$ cat src/rtl/spi_eeprom_engine.sv
module spi_eeprom_engine #(
  parameter int PAGE_W = 4
) (
  input  logic                       clk,
  input  logic                       rst_n,
  input  logic                       cs_n,
  input  logic                       sck,
  input  logic                       si,
  input  logic                       hold_n,
  output logic                       so,
  output logic                       so_oe,
  input  logic                       wip,
  input  logic [7:0]                 status_in,
  output logic                       mem_rd,
  output logic [8:0]                 mem_addr,
  input  logic [7:0]                 mem_rdata,
  output logic                       commit_valid,
  output logic [1:0]                 commit_op,
  output logic [8:0]                 commit_addr,
  output logic [7:0]                 commit_status,
  output logic [8*(1<<PAGE_W)-1:0]   commit_data,
  output logic [(1<<PAGE_W)-1:0]     commit_mask
);
  localparam int AW = 9;
  localparam int PB = 1 << PAGE_W;

  typedef enum logic [2:0] {PH_OP, PH_ADDR, PH_DATA, PH_DONE, PH_IGN} phase_t;
  typedef enum logic [2:0] {OP_NONE, OP_READ, OP_WRITE, OP_RDSR, OP_WRSR, OP_WREN, OP_WRDI} op_t;

  logic [1:0] cs_sy, sck_sy, si_sy, hold_sy;
  logic       sck_q, act_q, seen_high, paused_q, drive_q, rd_q;
  logic [2:0] bitcnt_q;
  logic [7:0] shreg_q, out_sh, nxt_q, wr_status;
  logic [AW-1:0] addr_q;
  logic [PB-1:0] mask_q;
  logic       so_q;
  phase_t     phase_q, dec_ph;
  op_t        op_q, dec_op;
  logic [7:0] page_q [PB];
  logic [8*PB-1:0] page_flat;

  wire cs_s   = cs_sy[1];
  wire sck_s  = sck_sy[1];
  wire si_s   = si_sy[1];
  wire hold_s = hold_sy[1];

  wire active   = seen_high & ~cs_s;
  wire rise     = active & ~paused_q & sck_s & ~sck_q;
  wire fall     = active & ~paused_q & ~sck_s & sck_q;
  wire last_bit = bitcnt_q == 3'd7;
  wire [7:0] byte_in = {shreg_q[6:0], si_s};
  wire pg_we    = rise & last_bit & (phase_q == PH_DATA) & (op_q == OP_WRITE);
  wire out_step = fall & (phase_q == PH_DATA) & ((op_q == OP_READ) | (op_q == OP_RDSR));
  wire end_evt  = act_q & ~active;
  wire page_ok  = (op_q == OP_WRITE) & (phase_q == PH_DATA) & (bitcnt_q == 3'd0) & (|mask_q);

  assign so    = so_q;
  assign so_oe = drive_q & active & ~paused_q & hold_s;

  for (genvar g = 0; g < PB; g++) begin : g_flat
    assign page_flat[8*g +: 8] = page_q[g];
  end

  always_comb begin
    dec_op = OP_NONE;
    dec_ph = PH_IGN;
    if (byte_in[7:4] == 4'h0 && byte_in[2:0] == 3'b011) begin
      dec_op = OP_READ;  dec_ph = PH_ADDR;
    end else if (byte_in[7:4] == 4'h0 && byte_in[2:0] == 3'b010) begin
      dec_op = OP_WRITE; dec_ph = PH_ADDR;
    end else begin
      case (byte_in)
        8'h06:   begin dec_op = OP_WREN; dec_ph = PH_DONE; end
        8'h04:   begin dec_op = OP_WRDI; dec_ph = PH_DONE; end
        8'h05:   begin dec_op = OP_RDSR; dec_ph = PH_DATA; end
        8'h01:   begin dec_op = OP_WRSR; dec_ph = PH_DATA; end
        default: begin dec_op = OP_NONE; dec_ph = PH_IGN;  end
      endcase
    end
  end

  always_ff @(posedge clk) begin
    if (pg_we) page_q[addr_q[PAGE_W-1:0]] <= byte_in;
  end

  always_ff @(posedge clk or negedge rst_n) begin
    if (!rst_n) begin
      cs_sy <= 2'b00; sck_sy <= 2'b00; si_sy <= 2'b00; hold_sy <= 2'b11;
      sck_q <= 1'b0; act_q <= 1'b0; seen_high <= 1'b0;
      paused_q <= 1'b0; drive_q <= 1'b0; rd_q <= 1'b0;
      bitcnt_q <= '0; shreg_q <= '0; out_sh <= '0; nxt_q <= '0; wr_status <= '0;
      addr_q <= '0; mask_q <= '0; so_q <= 1'b0;
      phase_q <= PH_OP; op_q <= OP_NONE;
      mem_rd <= 1'b0; mem_addr <= '0;
      commit_valid <= 1'b0; commit_op <= '0; commit_addr <= '0;
      commit_status <= '0; commit_data <= '0; commit_mask <= '0;
    end else begin
      cs_sy   <= {cs_sy[0], cs_n};
      sck_sy  <= {sck_sy[0], sck};
      si_sy   <= {si_sy[0], si};
      hold_sy <= {hold_sy[0], hold_n};
      sck_q     <= sck_s;
      act_q     <= active;
      seen_high <= seen_high | cs_s;
      mem_rd    <= 1'b0;
      rd_q      <= mem_rd;
      if (rd_q) nxt_q <= mem_rdata;
      commit_valid <= 1'b0;

      if (end_evt) begin
        if (phase_q == PH_DONE) begin
          commit_valid  <= 1'b1;
          commit_status <= wr_status;
          case (op_q)
            OP_WREN: commit_op <= 2'd0;
            OP_WRDI: commit_op <= 2'd1;
            default: commit_op <= 2'd2;
          endcase
        end else if (page_ok) begin
          commit_valid <= 1'b1;
          commit_op    <= 2'd3;
          commit_addr  <= {addr_q[AW-1:PAGE_W], {PAGE_W{1'b0}}};
          commit_data  <= page_flat;
          commit_mask  <= mask_q;
        end
      end

      if (!active) begin
        phase_q  <= PH_OP;
        op_q     <= OP_NONE;
        bitcnt_q <= '0;
        drive_q  <= 1'b0;
        paused_q <= 1'b0;
        mask_q   <= '0;
      end else begin
        if (!paused_q && !hold_s && !sck_s)     paused_q <= 1'b1;
        else if (paused_q && hold_s && !sck_s)  paused_q <= 1'b0;

        if (rise) begin
          shreg_q  <= byte_in;
          bitcnt_q <= bitcnt_q + 3'd1;
          case (phase_q)
            PH_DONE: phase_q <= PH_IGN;
            PH_OP: if (last_bit) begin
              op_q       <= dec_op;
              phase_q    <= dec_ph;
              addr_q[8]  <= byte_in[3];
            end
            PH_ADDR: if (last_bit) begin
              addr_q[7:0] <= byte_in;
              if (op_q == OP_READ && wip) begin
                phase_q <= PH_IGN;
              end else begin
                phase_q <= PH_DATA;
                if (op_q == OP_READ) begin
                  mem_rd   <= 1'b1;
                  mem_addr <= {addr_q[8], byte_in};
                end
              end
            end
            PH_DATA: if (last_bit) begin
              if (op_q == OP_WRITE) begin
                mask_q[addr_q[PAGE_W-1:0]] <= 1'b1;
                addr_q[PAGE_W-1:0] <= addr_q[PAGE_W-1:0] + PAGE_W'(1);
              end else if (op_q == OP_WRSR) begin
                wr_status <= byte_in;
                phase_q   <= PH_DONE;
              end
            end
            default: ;
          endcase
        end

        if (out_step) begin
          drive_q <= 1'b1;
          if (bitcnt_q == 3'd0) begin
            if (op_q == OP_RDSR) begin
              so_q   <= status_in[7];
              out_sh <= {status_in[6:0], 1'b0};
            end else if (wip) begin
              phase_q <= PH_IGN;
              drive_q <= 1'b0;
            end else begin
              so_q     <= nxt_q[7];
              out_sh   <= {nxt_q[6:0], 1'b0};
              addr_q   <= addr_q + AW'(1);
              mem_rd   <= 1'b1;
              mem_addr <= addr_q + AW'(1);
            end
          end else begin
            so_q   <= out_sh[7];
            out_sh <= {out_sh[6:0], 1'b0};
          end
        end
      end
    end
  end

  AST_UNARMED_QUIET: assert property (@(posedge clk) disable iff (!rst_n)
    !seen_high |-> (!so_oe && !mem_rd && !commit_valid));
  AST_SO_MOVES_ON_FALL: assert property (@(posedge clk) disable iff (!rst_n)
    (so_q != $past(so_q)) |-> $past(out_step));
  AST_NO_READ_WHEN_BUSY: assert property (@(posedge clk) disable iff (!rst_n)
    mem_rd |-> !$past(wip));
  AST_PAGE_MASK_SET: assert property (@(posedge clk) disable iff (!rst_n)
    (commit_valid && commit_op == 2'd3) |-> (|commit_mask));
  AST_COMMIT_DESELECTED: assert property (@(posedge clk) disable iff (!rst_n)
    commit_valid |-> cs_s);
  AST_QUIET_AFTER_CS: assert property (@(posedge clk) disable iff (!rst_n)
    $rose(cs_s) |=> !so_oe);
  AST_PAUSE_FREEZES: assert property (@(posedge clk) disable iff (!rst_n)
    (paused_q && $past(paused_q)) |-> ($stable(bitcnt_q) && $stable(phase_q)));
  AST_COMMIT_PULSE: assert property (@(posedge clk) disable iff (!rst_n)
    commit_valid |=> !commit_valid);
endmodule

$ cat config.mk
export PLATFORM = sky130hd
export DESIGN_NAME = spi_eeprom_engine
export DESIGN_NICKNAME = d
export VERILOG_FILES = /design/src/rtl/spi_eeprom_engine.sv
export SDC_FILE = /design/constraint.sdc
export NUM_CORES = 1
export LEC_CHECK = 0
export BUFFER_PORTS_ARGS = -buffer_cell sky130_fd_sc_hd__buf_4
export CAP_MARGIN = 10
export CORE_AREA = 2 2 163 165
export CTS_CLUSTER_DIAMETER = 100
export DETAILED_ROUTE_END_ITERATION = 12
export DIE_AREA = 0 0 165 167
export PLACE_DENSITY = 0.87
export SYNTH_ARGS = -nofsm -noshare
export SYNTH_HDL_FRONTEND = slang
export SYNTH_SLANG_ARGS = --single-unit
$ cat constraint.sdc
create_clock -name clk -period 4.4 [get_ports clk]
set_clock_uncertainty 0.1 [all_clocks]
set_input_delay 0.44 -clock clk [delete_from_list [all_inputs] [get_ports clk]]
set_output_delay 0.44 -clock clk [all_outputs]
set_load 0.01 [all_outputs]
==> results_dict.tcl, run 1 <==
set metrics [dict create \
    via_per_inst 5.722 \
    post-route-util_pct 67.01 \
    outcome "completed" \
    vias 8515 \
    die_w_um 165 \
    p_leak_nw 8.224 \
    rsz0062_at_grt "false" \
    ctsResizeCount 0 \
    n_antenna_cell 0 \
    synth_fa_ha_area_share_pct 0.6237 \
    cts.sinks 377 \
    whs_ps 36.47 \
    grtUsageTotal_pct 24.63 \
    synth_area_leaders "dfrtp_1, edfxtp_1, mux2_2" \
    ant_nets 0 \
    cts_tree "yes" \
    endpoint_kind "flip-flop" \
    synth_edf_count 128 \
    drc 0 \
    coreArea_mm2 0.02576 \
    fin_nets 1154 \
    grt_start_max_net_pins 102 \
    rows 59 \
    grt_pass1_vias 8858 \
    clockRootBuffer "clkbuf_16" \
    post_cts_buffers 0 \
    numCtsBuffers 37 \
    synth_top_family_by_area "multiplexers" \
    maxSlewViolCount 0 \
    yosysSeqAreaShare_pct 71.76 \
    hp-class "in2reg" \
    yosys_warnings 0 \
    powerDensity_mw_per_mm2 421.7 \
    fmax_mhz 262.1 \
    wl_um 33320 \
    firstDrtPassIters 6 \
    ir_worst_vdd_v 0.0003033 \
    setup_violations 0 \
    ys_seq_elements 377 \
    clk_pin_slew_ps 60 \
    synth-simple-area-share_pct 7.155 \
    synth_compound_area_share_pct 2.994 \
    synth_area_mm2 0.01404 \
    grt_pass1_wl_um 51590 \
    cts.path.max_buffers 3 \
    grt-ovfl-total 0 \
    worst_setup_path_start_kind "flip-flop" \
    cap_violations 0 \
    io_buffers 194 \
    worstSetupPathType "reg2reg" \
    drt-initial-drc-count 933 \
    cp_max_fo 13 \
    finalHoldViolations 0 \
    post-dp-hpwl_um 20850 \
    muxShareOfSynthArea_pct 15.10 \
    layout_min_cycle_time_ps 3815 \
    fin_setup_tns_ps 0 \
    syn_inst 910 \
    synth_flop_cell "dfrtp_1" \
    syn_to_final_growth_pct 22.93 \
    max-slew-margin-rel_pct 20.84 \
    synth_top_area_cell "dfrtp_1" \
    synth.avg_cell_area_um2 15.43 \
    start_util_pct 54.50 \
    yosysTopAreaCellShare_pct 44.02 \
    wl_per_cell_um 22.40 \
    worst_pin_slew_ps 1181 \
    crit_arrival_ps 3890 \
    ys_async_sr_fraction_pct 66.05 \
    crit_required_ps 4480 \
    htree_levels 2 \
    grt_antenna_before_repair 0 \
    drive_gt1_share_pct 40.16 \
    die_h_um 167 \
    ios 199 \
    clk_latency_ps 540 \
    dieArea_mm2 0.02756 \
    place.gp.congestion 0.8803 \
    ys_types 53 \
    fin_crit_sh_pct 86.70 \
    synthXorXnorAreaFrac_pct 0.6237 \
]
-- metal layers --
| metal | vias up | routed length [um] | part of all wire, % | global-route usage (%) |
|---|---|---|---|---|
| met5 | - | 0 | 0 | 0 |
| met4 | 0 | 1319 | 4.0 | 10.51 |
| met3 | 110 | 2547 | 7.6 | 5.031 |
| met2 | 401 | 16470 | 49 | 40.29 |
| met1 | 4315 | 12980 | 39 | 32.08 |
| li1 | 3689 | - | - | - |
-- critical path, stage by stage (launching register included) --
cell and delay, ps:
dfrtp_1 390, ha_1 180, ha_1 290, nor4bb_1 610, nand4_1 720, nor3b_1 650
and2_1 530
-- report_power, final --
part	switching, mW	total [mW]	leakage (nW)	internal, mW
clock network	1.36	3.21	0.622	1.85
logic	0.186	0.248	3.02	0.0622
registers	0.102	3.82	4.58	3.72
total	1.64	7.28	8.22	5.64
-- path summary, 6_finish.rpt --
path / cells after the start / slack, ps / to / startpoint
worst max-delay path: 6 / 590 / page_q[7][4]$_DFFE_PP_ / bitcnt_q[0]$_DFFE_PN0N_
worst min register to register: 0 / 250 / si_sy[1]$_DFF_PN0_ / si_sy[0]$_DFF_PN0_
worst max register to register: 6 / 590 / page_q[7][4]$_DFFE_PP_ / bitcnt_q[0]$_DFFE_PN0N_
worst min-delay path: 2 / 40 / nxt_q[4]$_DFFE_PN0P_ / mem_rdata[4]
max in group asynchronous: 3 / 2520 / commit_data[38]$_DFFE_PN0P_ / rst_n
min in group asynchronous: 2 / 450 / commit_data[11]$_DFFE_PN0P_ / rst_n
-- placed cells by master, fill, tap and decap left out, types with 5 or more instances in the layout --
cell type / instances
dfrtp_1: 247
nand3_1: 12
nand4_1: 11
mux2_2: 175
nand2_1: 53
a21oi_1: 17
edfxtp_1: 128
xnor2_1: 5
nor4_1: 5
clkbuf_16: 38
ha_1: 7
and2_1: 8
o21ai_0: 16
clkinv_2: 9
inv_1: 8
xor2_1: 5
nand2b_1: 8
buf_4: 211
mux2i_1: 15
clkbuf_8: 8
nor3b_1: 5
nor3_1: 8
nor2_1: 60
o21a_1: 7
dlygate4sd3_1: 5
-- layout make-up --
type                    count  area, um^2
clock buffers              50        1076
clock inverters            18       176.4
fillers                  1641        8501
inverters                   9       33.78
multi-input cells         479        3771
flip-flops and latches    377       10080
well taps                 335       419.2
repair buffers            220        1709
-- sequential cells by signal (all words and copies together), names as in the netlist, 9 cells and up --
signal	cells
addr_q	9
commit_data	128
commit_mask	16
mask_q	16
mem_addr	9
page_q	128
-- logic make-up after synthesis --
logic type | count (synthesis)
flip-flops | 377
AND/OR/NAND/NOR | 201
multiplexers | 190
AO/OA/AOI/OAI | 67
buffers and inverters | 57
XOR/XNOR | 10
adder cells (fa/ha/maj) | 7
other | 1
-- stage by stage --
| stage | instances | power, mW | instance area (um^2) | worst slack, ps |
|---|---|---|---|---|
| global route | 1488 | 7.474 | 17260 | 416.5 |
| floorplan | 913 | 3.933 | 14050 | 1225 |
| CTS | 1488 | 7.313 | 17260 | 758.7 |
| finish | 1488 | 7.279 | 17260 | 585.3 |
| detailed placement | 1415 | 4.131 | 15960 | 750.9 |
| global placement | 1415 | 4.124 | 15960 | 948.9 |
-- cells in the mapped netlist (5+ instances only) --
cell type and number:
edfxtp_1 128, nor3b_1 5, o21a_1 7, mux2i_1 15
nand2_1 53, ha_1 7, xnor2_1 5, mux2_2 175
nand4_1 11, o21ai_0 16, dfrtp_1 247, inv_1 8
nor4_1 5, a21oi_1 17, nand3_1 12, nor2_1 60
nor3_1 10, and2_1 8, xor2_1 5, nor4b_1 6
clkbuf_1 38, nand2b_1 8
-- repair_timing --
item                       4_1_cts  5_1_grt
hold endpoints to repair       103        0
setup endpoints to repair        0        0
hold buffers                     5        0
No activity file was read; power rests on OpenSTA's default activity.
==> run 2: changes to the inputs <==
Settings changed: ABC_AREA set to 1, CORE_AREA 2 2 163 165 to 2 2 166 168, DIE_AREA 0 0 165 167 to 0 0 168 170.
==> run 2 against run 1 <==
Effect of this change: the flow now finishes with violations (hold timing); final cell count grew 29%; worst hold slack worse by 120 ps; sequential power is 2% higher; design area is 1.6% higher; flip-flop and latch count unchanged; first-iteration DRC count is 33% higher; die area increased by 3.6%; combinational power grew 15%; sequential share of layout area is 0.92 points lower; highest routed layer unchanged; worst setup slack improved by 470 ps; core utilization decreased by 1.2 points.
==> results_dict.tcl, run 2 <==
set metrics [dict create \
    clockRootBuffer "clkbuf_16" \
    dieArea_mm2 0.02856 \
    clk_latency_ps 530 \
    ir_worst_vdd_v 0.0002430 \
    synth_area_leaders "dfrtp_1, edfxtp_1, nand2_1" \
    worst_pin_slew_ps 1135 \
    rows 60 \
    fillCellCount 1878 \
    firstDrtPassIters 5 \
    finalHoldViolations 45 \
    n_antenna_cell 0 \
    io_buffers 194 \
    synth_top_family_by_area "simple AND/OR/NAND/NOR gates" \
    slowest_stage "buf_4" \
    r2r_end "commit_data[4]$_DFFE_PN0P_" \
    yosys_warnings 0 \
    wl_um 35670 \
    rr_startpoint "bitcnt_q[0]$_DFFE_PN0N_" \
    violations "hold timing" \
    p_leak_nw 8.658 \
    synth.avg_cell_area_um2 10.61 \
    ant_nets 0 \
    fin_setup_tns_ps 0 \
    fmax_mhz 298.8 \
    endpoint_kind "flip-flop" \
    synth-simple-area-share_pct 19.91 \
    cts.sinks 377 \
    worstSetupPathType "reg2reg" \
    synth_flop_cell "dfrtp_1" \
    maxSlewViolCount 0 \
    rrSetupSlack_ps 1050 \
    cp_max_fo 82 \
    grt_pass1_vias 10530 \
    fin_cells 1925 \
    crit_required_ps 4760 \
    path_cells "inv_1 -> ha_1 -> nand2_1 -> nor4_4 -> buf_4 -> buf_4 -> nand3_1 -> nand2_1" \
    drive_gt1_share_pct 18.56 \
    clk_pin_slew_ps 60 \
    die_w_um 168 \
    fin_nets 1585 \
    layout_min_cycle_time_ps 3346 \
    muxShareOfSynthArea_pct 0.6195 \
    place_area_mm2 0.01625 \
    max_stage_delay_ps 730 \
    regArea_mm2 0.01008 \
    synthXorXnorAreaFrac_pct 0.3614 \
    synth_compound_area_share_pct 4.586 \
    grt_pass1_wl_um 56110 \
    via_per_inst 5.565 \
    cts.path.max_buffers 3 \
    multi_input_area_mm2 0.003815 \
    grtUsageTotal_pct 25.21 \
    setup_violations 0 \
    yosysSeqAreaShare_pct 69.30 \
    yosysMostFrequentCell "nand2_1" \
    drt-initial-drc-count 1238 \
    synth_edf_count 128 \
    grt_start_max_net_pins 146 \
    ys_async_sr_fraction_pct 66.05 \
    whs_ps -81.12 \
    powerDensity_mw_per_mm2 423.2 \
    final_cell_mix "nand2_1, dfrtp_1, buf_4, nand3_1, edfxtp_1" \
    cap_violations 0 \
    rsz0062_at_grt "false" \
    ys_seq_elements 377 \
    numCtsBuffers 38 \
    syn_to_final_growth_pct 20.62 \
    hp-class "in2async" \
    synth_top_area_cell "dfrtp_1" \
    die_h_um 170 \
    syn_inst 1370 \
    grt-ovfl-total 0 \
    fin_crit_sh_pct 76.05 \
    cts.hold.buffers_added 4 \
    drc 0 \
    synth_area_mm2 0.01454 \
    wl_per_cell_um 18.53 \
    ys_types 38 \
    coreArea_mm2 0.02665 \
    ctsResizeCount 0 \
    post-route-util_pct 65.82 \
    vias 10710 \
    htree_levels 2 \
    synthTopCellsByCount "nand2_1, dfrtp_1, nand3_1, edfxtp_1, inv_1" \
    synth_fa_ha_area_share_pct 0.6023 \
    start_util_pct 54.56 \
    max-slew-margin-rel_pct 24.34 \
    place.gp.congestion 0.8457 \
    final_common_cell "nand2_1" \
    ios 199 \
    r2r_cells 8 \
    grt_antenna_before_repair 0 \
    post_cts_buffers 0 \
    worst_setup_path_start_kind "flip-flop" \
    post-dp-hpwl_um 22170 \
    outcome "finished, violations left" \
    final_area_mm2 0.01754 \
    dp_cells 1852 \
    yosysTopAreaCellShare_pct 42.51 \
    crit_arrival_ps 3710 \
    cts_tree "yes" \
]
## run 2: cell count changes after synthesis, moves of 6 or more
| cell | previous run | this run |
|---|---|---|
| a21oi_1 | 17 | 27 |
| and2_1 | 8 | 0 |
| buf_2 | 3 | 27 |
| inv_1 | 8 | 88 |
| mux2_2 | 175 | 8 |
| mux2i_1 | 15 | 0 |
| nand2_1 | 53 | 420 |
| nand2b_1 | 8 | 0 |
| nand3_1 | 12 | 162 |
| nor2_1 | 60 | 74 |
| nor4b_1 | 6 | 0 |
| o21ai_0 | 16 | 68 |
| o21ai_2 | 0 | 8 |
## run 2: through the flow
| stage | total power [mW] | setup WS, ps |
|---|---|---|
| after global placement | 4.242 | 1241 |
| after detailed placement | 4.257 | 1110 |
| final | 7.423 | 1054 |
| after floorplan | 4.042 | 1908 |
| after global routing | 7.663 | 799.3 |
| after CTS | 7.450 | 1084 |
## run 2: layer usage
metal | vias to the layer above | GRT usage, % | share of wire (%)
met3 | 91 | 4.721 | 8.9
met5 | - | 0 | 0
met4 | 0 | 10.17 | 3.6
li1 | 4864 | - | -
met1 | 5220 | 33.06 | 38
met2 | 538 | 42.04 | 49
## run 2: cell families (layout without fill, tap and decap cells)
| logic type | after synthesis | after routing |
|---|---|---|
| xor gates and xnor gates | 6 | 6 |
| and+or+nand+nor | 689 | 689 |
| muxes | 8 | 8 |
| buffers and inverters | 162 | 373 |
| AOI/OAI and AO/OA | 120 | 120 |
| DFF | 377 | 377 |
| other | 1 | 4 |
| adders and majority gates | 7 | 7 |
## run 2: worst max-delay path, delay by kind of cell, from the launching register on
family                   cells  cell delay (ps)
AND/OR/NAND/NOR              4             1120
adder cells (fa/ha/maj)      1              150
buffers and inverters        3             1460
flip-flops                   1              390
## run 2: final cells by class
| cell class | count | share of cell area, % |
|---|---|---|
| clock buffer | 56 | 6.213 |
| sequential | 377 | 57.45 |
| inverter | 92 | 1.969 |
| clock inverter | 13 | 0.9416 |
| multi-input combinational | 834 | 21.75 |
| timing repair buffer | 212 | 9.245 |
| tap | 341 | 2.432 |
## run 2: power by group
| group | internal [mW] | total, mW | leakage [nW] | switching (mW) |
|---|---|---|---|---|
| Combinational | 0.0812 | 0.286 | 3.54 | 0.205 |
| Clock | 1.91 | 3.22 | 0.608 | 1.32 |
| Sequential | 3.75 | 3.91 | 4.51 | 0.168 |
| Total | 5.73 | 7.42 | 8.66 | 1.69 |
## run 2: how the worst max path moves through the flow
stage	from	to	cells past startpoint
6_report	bitcnt_q[0]$_DFFE_PN0N_	commit_data[4]$_DFFE_PN0P_	8
5_1_grt	bitcnt_q[0]$_DFFE_PN0N_	commit_data[4]$_DFFE_PN0P_	8
4_1_cts	bitcnt_q[0]$_DFFE_PN0N_	commit_data[4]$_DFFE_PN0P_	8
3_5_place_dp	bitcnt_q[0]$_DFFE_PN0N_	commit_data[91]$_DFFE_PN0P_	8
3_3_place_gp	bitcnt_q[0]$_DFFE_PN0N_	commit_data[17]$_DFFE_PN0P_	8
2_1_floorplan	bitcnt_q[0]$_DFFE_PN0N_	page_q[3][0]$_DFFE_PP_	9
==> run 3: changes to the inputs <==
Clock period 4.4 ns to 3.11 ns, I/O delays scaled along.
==> run 3 against run 2 <==
Effect of this change: the flow now finishes without violations; core utilization rose by 1.1 points; largest power group unchanged; clock power rose by 40%; flip-flop and latch count did not move; critical path depth rose by 1; first-iteration DRC count rose by 3.6%; maximum frequency rose by 25%; worst setup slack got worse by 620 ps; clock-buffer cell count rose by 2; sequential power rose by 38%.
==> results_dict.tcl, run 3 (synthesized netlist as in run 2, its figures left out) <==
set metrics [dict create \
    place.gp.congestion 0.8668 \
    dieArea_mm2 0.02856 \
    drive_gt1_share_pct 19.49 \
    ios 199 \
    clk_latency_ps 530 \
    ir_worst_vdd_v 0.0003669 \
    syn_to_final_growth_pct 22.55 \
    rsz0062_at_grt "false" \
    use_met3_pct 5.791 \
    via_per_inst 5.577 \
    total_power_mw 10.52 \
    grt_pass1_vias 10770 \
    cap_violations 0 \
    fin_cells 1952 \
    cts_tree "yes" \
    finalHoldViolations 0 \
    post-dp-hpwl_um 23530 \
    crit_arrival_ps 2810 \
    drc 0 \
    grt-ovfl-total 0 \
    outcome "completed" \
    crit_required_ps 3240 \
    n_antenna_cell 0 \
    max-slew-margin-rel_pct 27.11 \
    fin_nets 1611 \
    hp-class "in2reg" \
    cp_max_fo 9 \
    ctsResizeCount 0 \
    maxSlewViolCount 0 \
    dp_cells 1868 \
    p_leak_nw 8.816 \
    worstSetupPathType "reg2reg" \
    fmax_mhz 373.7 \
    grt_use_met1_pct 34.38 \
    worst_setup_path_start_kind "flip-flop" \
    die_w_um 168 \
    grt_antenna_before_repair 0 \
    firstDrtPassIters 6 \
    powerDensity_mw_per_mm2 590.3 \
    top_usage_layer "met2" \
    grt_pass1_wl_um 59260 \
    wl_um 37740 \
    drt-initial-drc-count 1282 \
    pre_cts_slack_ps 514.7 \
    final_cell_mix "nand2_1, dfrtp_1, buf_4, nand3_1, edfxtp_1" \
    endpoint_kind "flip-flop" \
    grt_util_met2_pct 44.39 \
    io_buffers 194 \
    cts.path.max_buffers 3 \
    start_util_pct 54.56 \
    grt_start_max_net_pins 140 \
    final_common_cell "nand2_1" \
    fin_crit_sh_pct 86.05 \
    clockRootBuffer "clkbuf_16" \
    grtUsageTotal_pct 26.70 \
    die_h_um 170 \
    postLayoutSetupSlackWorst_ps 434.0 \
    layout_min_cycle_time_ps 2676 \
    coreArea_mm2 0.02665 \
    rows 60 \
    cts.sinks 377 \
    vias 10890 \
    fin_setup_tns_ps 0 \
    wl_per_cell_um 19.33 \
    ant_nets 0 \
    fillCellCount 1852 \
    clk_pin_slew_ps 60 \
    worst_pin_slew_ps 1093 \
    numCtsBuffers 38 \
    htree_levels 2 \
    whs_ps 35.52 \
    setup_violations 0 \
]
[run 3: worst max-delay path, stage by stage, from the launching register on]
cell and delay (ps):
dfrtp_1 370, ha_1 160, ha_1 360, inv_1 100
nor2_1 210, inv_1 100, nor2_2 280, nand2_1 150
nor3_1 330, buf_4 240
[run 3: path summary, 6_finish.rpt]
path	startpoint	endpoint	slack [ps]	cells past startpoint
min in group asynchronous	rst_n	commit_data[67]$_DFFE_PN0P_	270	2
min	status_in[1]	out_sh[2]$_DFFE_PN0P_	40	3
max in group asynchronous	rst_n	hold_sy[0]$_DFF_PN1_	1710	3
max reg2reg	bitcnt_q[0]$_DFFE_PN0N_	page_q[3][3]$_DFFE_PP_	430	9
max	bitcnt_q[0]$_DFFE_PN0N_	page_q[3][3]$_DFFE_PP_	430	9
min reg2reg	cs_sy[0]$_DFF_PN0_	cs_sy[1]$_DFF_PN0_	250	0
[run 3: layout make-up]
class / instances / area [um^2] / share of cell area, %
sequential: 377 / 10080 / 56.55
multi-input combinational: 834 / 3815 / 21.41
timing repair buffer: 238 / 1904 / 10.69
clock buffer: 58 / 1137 / 6.382
tap: 341 / 426.7 / 2.394
inverter: 92 / 345.3 / 1.938
clock inverter: 12 / 115.1 / 0.6459
[run 3: report_power, final]
group          internal (mW)  leakage, nW  switching [mW]
clock                   2.63        0.618            1.89
sequential              5.30         4.51          0.0942
combinational          0.147         3.69           0.465
[run 3: what timing repair did]
item                                   in CTS  in global routing
hold buffers                               14                  0
buffers inserted                            0                  0
endpoints found under the hold margin      89                  0
[run 3: through the flow]
| step | area [um^2] | util (%) |
|---|---|---|
| 6_report | 17820 | 66.87 |
| 5_1_grt | 17820 | 66.87 |
| 4_1_cts | 17820 | 66.87 |
| 3_5_place_dp | 16430 | 61.64 |
| 3_3_place_gp | 16430 | 61.64 |
| 2_1_floorplan | 14550 | - |
[run 3: layer usage]
| metal | wire length, um | part of all wire, % |
|---|---|---|
| met1 | 14030 | 37 |
| met2 | 18640 | 49 |
| met3 | 3594 | 9.5 |
| met4 | 1482 | 3.9 |
| met5 | 0 | 0 |
